<file path="config.mk">
export PLATFORM = sky130hd
export DESIGN_NAME = fsg_status_gen
export DESIGN_NICKNAME = d
export VERILOG_FILES = /design/src/rtl/fsg_pkg.sv /design/src/rtl/fsg_sector_hit.sv /design/src/rtl/fsg_toggle.sv /design/src/rtl/fsg_status_mux.sv /design/src/rtl/fsg_status_gen.sv
export SDC_FILE = /design/constraint.sdc
export NUM_CORES = 1
export LEC_CHECK = 0
export BUFFER_PORTS_ARGS = -buffer_cell sky130_fd_sc_hd__buf_2
export CAP_MARGIN = 20
export CORE_MARGIN = 10
export CORE_UTILIZATION = 40
export CTS_BUF_LIST = sky130_fd_sc_hd__clkbuf_2
export CTS_CLUSTER_DIAMETER = 40
export CTS_CLUSTER_SIZE = 28
export DETAILED_ROUTE_END_ITERATION = 7
export GPL_TIMING_DRIVEN = 0
export PLACE_DENSITY = 0.89
export SYNTH_ARGS = -nofsm -noshare
export SYNTH_HDL_FRONTEND = slang
export SYNTH_SLANG_ARGS = --single-unit
</file>
<file path="constraint.sdc">
create_clock -name clk -period 1 [get_ports clk]
set_input_delay 0.05 -clock clk [delete_from_list [all_inputs] [get_ports clk]]
set_output_delay 0.05 -clock clk [all_outputs]
set_load 0.005 [all_outputs]
</file>
<file path="src/rtl/fsg_pkg.sv">
package fsg_pkg;
  localparam int DATA_W = 8;
  localparam int POLL_BIT = 7;
  localparam int ACT_BIT = 6;
  localparam int SECT_BIT = 2;
  localparam logic [1:0] KIND_PROG = 2'b01;
  localparam logic [1:0] KIND_ERASE = 2'b10;

  // Overlay the three status bits on a base byte.
  function automatic logic [DATA_W-1:0] overlay(
    input logic [DATA_W-1:0] base,
    input logic poll,
    input logic act,
    input logic sect
  );
    logic [DATA_W-1:0] w;
    w = base;
    w[POLL_BIT] = poll;
    w[ACT_BIT] = act;
    w[SECT_BIT] = sect;
    return w;
  endfunction
endpackage

</file>
<file path="src/rtl/fsg_sector_hit.sv">
module fsg_sector_hit #(
  parameter int ADDR_W = 16,
  parameter int SECT_W = 4
) (
  input  logic [ADDR_W-1:0] rd_addr,
  input  logic [SECT_W-1:0] sector,
  output logic              hit
);
  localparam int SHIFT = ADDR_W - SECT_W;

  function automatic logic [ADDR_W-1:0] sector_of(input logic [ADDR_W-1:0] a);
    return a >> SHIFT;
  endfunction

  assign hit = (sector_of(rd_addr) == ADDR_W'(sector));
endmodule

</file>
<file path="src/rtl/fsg_toggle.sv">
module fsg_toggle (
  input  logic clk,
  input  logic rst_n,
  input  logic adv,
  output logic q
);
  always_ff @(posedge clk or negedge rst_n) begin
    if (!rst_n) q <= 1'b0;
    else if (adv) q <= ~q;
  end
endmodule

</file>
<file path="src/rtl/fsg_status_mux.sv">
module fsg_status_mux
  import fsg_pkg::*;
(
  input  logic              rd_stb,
  input  logic              op_active,
  input  logic [1:0]        op_kind,
  input  logic              erase_susp,
  input  logic              addr_hit,
  input  logic              t6_q,
  input  logic              t2_q,
  input  logic [DATA_W-1:0] prog_data,
  input  logic [DATA_W-1:0] arr_data,
  output logic              sel_susp,
  output logic              sel_prog,
  output logic              sel_erase,
  output logic              t6_adv,
  output logic              t2_adv,
  output logic [DATA_W-1:0] nxt_data
);
  // Suspended-sector reads take priority over any running operation.
  assign sel_susp  = erase_susp && addr_hit;
  assign sel_prog  = !sel_susp && op_active && (op_kind == KIND_PROG);
  assign sel_erase = !sel_susp && op_active && (op_kind == KIND_ERASE);

  assign t6_adv = rd_stb && (sel_prog || sel_erase);
  assign t2_adv = rd_stb && (sel_susp || (sel_erase && addr_hit));

  always_comb begin
    if (sel_susp)
      nxt_data = overlay(arr_data, 1'b1, 1'b1, t2_q);
    else if (sel_prog)
      nxt_data = overlay(prog_data, ~prog_data[POLL_BIT], t6_q, 1'b1);
    else if (sel_erase)
      nxt_data = overlay(arr_data, 1'b0, t6_q, addr_hit ? t2_q : 1'b1);
    else
      nxt_data = arr_data;
  end
endmodule

</file>
<file path="src/rtl/fsg_status_gen.sv">
module fsg_status_gen
  import fsg_pkg::*;
#(
  parameter int ADDR_W = 16,
  parameter int SECT_W = 4
) (
  input  logic              clk,
  input  logic              rst_n,
  input  logic              op_active,
  input  logic [1:0]        op_kind,
  input  logic              erase_susp,
  input  logic [SECT_W-1:0] erase_sector,
  input  logic              rd_stb,
  input  logic [ADDR_W-1:0] rd_addr,
  input  logic [7:0]        prog_data,
  input  logic [7:0]        arr_data,
  output logic              rd_valid,
  output logic [7:0]        rd_data
);
  localparam int NTOG = 2;

  logic              addr_hit;
  logic              sel_susp, sel_prog, sel_erase;
  logic              t6_adv, t2_adv, t6_q, t2_q;
  logic [NTOG-1:0]   tog_adv, tog_q;
  logic [DATA_W-1:0] nxt_data;

  fsg_sector_hit #(.ADDR_W(ADDR_W), .SECT_W(SECT_W)) u_hit (
    .rd_addr (rd_addr),
    .sector  (erase_sector),
    .hit     (addr_hit)
  );

  fsg_status_mux u_mux (
    .rd_stb     (rd_stb),
    .op_active  (op_active),
    .op_kind    (op_kind),
    .erase_susp (erase_susp),
    .addr_hit   (addr_hit),
    .t6_q       (t6_q),
    .t2_q       (t2_q),
    .prog_data  (prog_data),
    .arr_data   (arr_data),
    .sel_susp   (sel_susp),
    .sel_prog   (sel_prog),
    .sel_erase  (sel_erase),
    .t6_adv     (t6_adv),
    .t2_adv     (t2_adv),
    .nxt_data   (nxt_data)
  );

  assign tog_adv = {t2_adv, t6_adv};
  assign t6_q = tog_q[0];
  assign t2_q = tog_q[1];

  for (genvar g = 0; g < NTOG; g++) begin : g_tog
    fsg_toggle u_tog (
      .clk   (clk),
      .rst_n (rst_n),
      .adv   (tog_adv[g]),
      .q     (tog_q[g])
    );
  end

  always_ff @(posedge clk or negedge rst_n) begin
    if (!rst_n) begin
      rd_valid <= 1'b0;
      rd_data  <= '0;
    end else begin
      rd_valid <= rd_stb;
      if (rd_stb) rd_data <= nxt_data;
    end
  end
endmodule

</file>
After elaboration in Yosys (flattened, before gate mapping)
Cells that the tools add are included.
{"block": "word_totals", "regBits": 11, "latchBits": 0, "mem_bits_rw": 0, "mem_bits_ro": 0, "inputBits": 43, "output_inout_bits": 9, "elab_cells": 24, "n_memories": 0}
{"block": "classes", "addsub": 0, "multipliers": 0, "n_div": 0, "n_lt_le_gt_ge": 0, "eq_ne": 3, "n_shift": 0, "n_mux": 4, "bitwise": 3, "reduce_logical": 10}
{"operator": "two-way mux 8 bit", "n": 3}
{"operator": "logical AND 1 bit", "n": 7}
{"operator": "equality test 4 bit", "n": 1}
{"operator": "NOT 1 bit", "n": 3}
{"operator": "equality test 2 x 1 -> 1 bit (second input constant)", "n": 1}
{"operator": "equality test 2 bit (second input constant)", "n": 1}
{"operator": "logical OR 1 bit", "n": 2}
{"operator": "logical NOT 1 bit", "n": 1}
{"operator": "two-way mux 1 bit", "n": 1}

Longest topological paths before layout
{"block": "depth", "ltp_word": 8, "ltp_mapped": 5, "ltp_nobuf": 4}

By module
From an unflattened synthesis, not the netlist that was laid out.
{"block": "hier_totals", "cells_unflattened": 54, "area_unflattened_um2": 680.7}
{"mod": "fsg_status_gen", "instances": 1, "cells_each": 18, "area_each_um2": 356.6, "seq_area_each_um2": 225.2}
{"mod": "fsg_status_mux", "instances": 1, "cells_each": 27, "area_each_um2": 209.0, "seq_area_each_um2": 0.0}
{"mod": "fsg_toggle", "instances": 2, "cells_each": 2, "area_each_um2": 33.8, "seq_area_each_um2": 25.0}
{"mod": "fsg_sector_hit", "instances": 1, "cells_each": 5, "area_each_um2": 47.5, "seq_area_each_um2": 0.0}

Worst setup path after synthesis
OpenSTA, ideal clock, no wires.
{"block": "synth_path", "kind": "input to register", "startpoint": "input erase_sector[2]", "endpoint": "register rd_data[0]", "arrival_time_ns": 0.764, "required_ns": 0.859, "slack_ns": 0.095, "path_stages": 5, "path_cell_list": "xnor2_1 > nand4_1 > buf_6 > o211ai_1 > a31oi_1"}
{"block": "synth_via", "elab_chain_cells": 7}
{"item": "start: declaration", "line": "fsg_status_gen.sv:12", "source": "input logic [SECT_W-1:0] erase_sector,"}
{"item": "equality test 4 bit (*)", "line": "fsg_sector_hit.sv:15", "source": "assign hit = (sector_of(rd_addr) == ADDR_W'(sector));"}
{"item": "logical AND 1 bit (*)", "line": "fsg_status_mux.sv:21", "source": "assign sel_susp = erase_susp && addr_hit;"}
{"item": "logical NOT 1 bit", "line": "fsg_status_mux.sv:22", "source": "assign sel_prog = !sel_susp && op_active && (op_kind == KIND_PROG);"}
{"item": "logical AND 1 bit (2 in series)", "line": "fsg_status_mux.sv:22"}
{"item": "two-way mux 8 bit", "line": "fsg_status_mux.sv:31", "source": "else if (sel_prog)"}
{"item": "two-way mux 8 bit (*)", "line": "fsg_status_mux.sv:29", "source": "if (sel_susp)"}
{"item": "end signal: assignment", "line": "fsg_status_gen.sv:71", "source": "if (rd_stb) rd_data <= nxt_data;"}
{"item": "end: declaration", "line": "fsg_status_gen.sv:18", "source": "output logic [7:0] rd_data"}
Mark *: on every way between the ends. The rest lies on a longest branch, timed or not.
A chain may end at the register's enable or synchronous reset.

Worst setup path in the final report
{"block": "layout_path", "startpoint": "register g_tog[1].u_tog.q", "endpoint": "register rd_data[2]"}
{"block": "layout_via", "elab_chain_cells": 4}
{"item": "start: declaration", "line": "fsg_toggle.sv:5", "source": "output logic q"}
{"item": "start signal: assignment", "line": "fsg_toggle.sv:9", "source": "else if (adv) q <= ~q;"}
{"item": "two-way mux 1 bit", "line": "fsg_status_mux.sv:34", "source": "nxt_data = overlay(arr_data, 1'b0, t6_q, addr_hit ? t2_q : 1'b1);"}
{"item": "two-way mux 8 bit", "line": "fsg_status_mux.sv:33", "source": "else if (sel_erase)"}
{"item": "two-way mux 8 bit", "line": "fsg_status_mux.sv:31"}
{"item": "two-way mux 8 bit (*)", "line": "fsg_status_mux.sv:29"}
Marked as above.

==> run_results.csv <==
group,metric,value,unit
final_layout,drive_gt1_share,38.1,%
logic_synthesis,ys.flop_type,"dfrtp_1",
die,row_count,14,
pwr,power_density,1260,mW/mm²
final_layout,fin_area,928,µm²
die,die_w,61.5,µm
logic_synthesis,netlist_area,688,µm²
final_layout,diodes,0,
route,route.vias.total,741,
timing,maxSlewHeadroom,74.6,%
timing,worst_slew_pin_slew,0.381,ns
timing,hold_viol_final,0,
worst_setup_path,crit_path_end,"rd_data[2]",
logic_synthesis,synth_edf_count,0,
worst_setup_path,r2r-start,"g_tog[1].u_tog.q",
logic_synthesis,synth-seq-area-share,40.0,%
clock_network,clk_latency,0.25,ns
worst_setup_path,r2r_slack,0.07,ns
final_layout,nNetsFinal,162,
flow_run,maxCapViolCount,0,
timing,finClkSkew,0.00913,ns
die,dieHeight,61.5,µm
route,drtIter0Drc,12,
logic_synthesis,ys_ff_latch,11,
grt,antenna_found_initial,0,
grt,grt.total_usage,10.5,%
route,routed_wirelength,2040,µm
pwr,leakagePower,0.000436,µW
logic_synthesis,yosys_warnings,0,
worst_setup_path,reg2reg_to,"rd_data[2]",
worst_setup_path,path_cells,"o41ai_2 > a31oi_1",
die,die_area,0.00378,mm²
worst_setup_path,cpPeakStageDelay,0.43,ns
clock_network,clk_pin_slew_worst_paths,0.11,ns
pwr,report.power.total,1170,µW
worst_setup_path,crit_path_start,"g_tog[1].u_tog.q",
grt,grt_overflow,0,
clock_network,root_buffer,"clkbuf_2",
logic_synthesis,synth_most_common_cell,"dfrtp_1",
place,dpl.hpwl,1700,µm
worst_setup_path,cp.required,1.13,ns
logic_synthesis,synth_commonest_cells,"dfrtp_1 (11), nand2_1 (9), nor2_1 (9)",
place,place_ws,-0.180,ns
logic_synthesis,synth_area_leaders,"dfrtp_1 (40%), a31oi_1 (7.3%), o211ai_1 (6.5%), a2bb2oi_1 (6.4%), xnor2_1 (6.4%)",
timing,setup_ws,0.0723,ns
clock_network,numCtsBuffers,3,
timing,period_minus_slack,0.928,ns
worst_setup_path,worstSetupPathType,"reg -> reg",
timing,slew_viol_final,0,
worst_setup_path,critPathMaxFanout,3,
route,drt.antenna.violating_nets,0,
die,ios,52,
logic_synthesis,async_flop_share,100,%
worst_setup_path,end_kind,"flip-flop",
place,io_buffers,36,
logic_synthesis,synthCells,76,
route,drc,0,
worst_setup_path,arrival,1.06,ns
timing,tns,0,ns
timing,max_freq,1.08,GHz
clock_network,cts_sinks,11,
clock_network,clockBufferDepth,2,
logic_synthesis,syn_nets,119,
grt,grt_pass1_wl,3190,µm
route,vias_per_cell,5.53,
worst_setup_path,crit_slowest_cell,"dfrtp_1",
grt,grt_pass1_vias,770,
pwr,ir_worst_vdd,0.394,mV
timing,period_share,92.8,%
route,firstDrtPassIters,4,
worst_setup_path,ff2ff_path_depth,2,
timing,rsz0062_at_grt,"false",
place,gp_congestion,0.788,
outcome,outcome,"finished, final reports clean",
die,start_util,44.1,%
logic_synthesis,yosysTopAreaCellShare,40.0,%
clock_network,cts_max_level,1,
worst_setup_path,critPathLaunchType,"flip-flop",
die,core_area,0.00156,mm²
timing,setup_viol,0,
logic_synthesis,synth_cell_type_count,24,
logic_synthesis,synth.avg_cell_area,9.05,µm²
final_layout,syn_to_final_growth,34.9,%
grt,grt_max_degree,12,
timing,whs,0.0737,ns
route,wire_per_inst,15.2,µm
worst_hold_path,hold_class,"in -> reg",
place,placedInstanceArea,888,µm²
logic_synthesis,yosys.area.top_type,"dfrtp_1",
clock_network,tritoncts,"yes",
what timing repair did:
action | CTS | global route
setup buffers | 0 | 0
hold buffers | 2 | 0
hold endpoints to repair | 12 | 0
gates resized for setup | 0 | 0
how the worst min path moves through the flow:
| stage | startpoint | to | slack (ns) | cells after the start |
|---|---|---|---|---|
| after floorplan | rst_n | g_tog[0].u_tog.q | -0.25 | 0 |
| after global placement | rst_n | rd_data[4] | -0.08 | 1 |
| after detailed placement | rst_n | rd_data[3] | -0.07 | 1 |
| after CTS | prog_data[0] | rd_data[0] | 0.07 | 3 |
| after global routing | prog_data[0] | rd_data[0] | 0.08 | 3 |
| final | prog_data[0] | rd_data[0] | 0.07 | 3 |
worst max-delay path: cells and delay by family, from the launching register on:
kind / cells / cell delay [ns]
AOI/OAI and AO/OA: 2 / 0.37
DFF: 1 / 0.43
state kept, by name (all words and copies together), names as in the netlist:
| name | cells |
|---|---|
| g_tog.u_tog.q | 2 |
| rd_data | 8 |
| rd_valid | 1 |
cells in the final DEF, fill, tap and decap left out, drive strengths merged, types with 2 or more instances in the layout:
cell type,instances
nand2,9
dfrtp,11
nand2b,2
nor2,9
o21ai,3
o211ai,6
or2,2
a31oi,8
clkbuf,6
buf,38
dlygate4sd3,2
a2bb2oi,5
inv,3
xor2,2
xnor2,5
final cells by class:
type	instances	area, µm²
timing repair buffer	38	200
buffer	4	23.8
multi-input combinational	58	378
fill	145	631
sequential	11	275
clock buffer	4	20.0
tap	16	20.0
inverter	3	11.3
logic make-up (layout without fill, tap and decap cells):
group / Yosys count / count (layout) / share of synthesized area (%)
AOI/OAI and AO/OA: 26 / 26 / 28.9
xor gates and xnor gates: 7 / 7 / 8.91
buffers and inverters: 7 / 49 / 5.09
DFF: 11 / 11 / 40.0
muxes: 1 / 1 / 1.45
and+or+nand+nor: 24 / 24 / 15.6
routing by layer:
| layer | up-vias | wire, µm | GRT usage, % |
|---|---|---|---|
| met5 | - | 0 | 0 |
| met4 | 0 | 25 | 5.10 |
| li1 | 363 | - | - |
| met2 | 29 | 1050 | 18.8 |
| met3 | 2 | 109 | 1.44 |
| met1 | 347 | 853 | 11.8 |
stage by stage:
step                utilization, %  std cells
floorplan                        -         76
global placement              57.0        128
detailed placement            57.0        128
CTS                           59.6        134
global route                  59.6        134
finish                        59.6        134
report_power, final:
part	internal [µW]	total (µW)	switching [µW]	leakage [µW]
logic	172	329	157	0.000295
registers	527	588	60.9	0.000125
clock network	106	251	145	0.0000166
total	806	1170	363	0.000436
(Power assumes the default switching activity.)
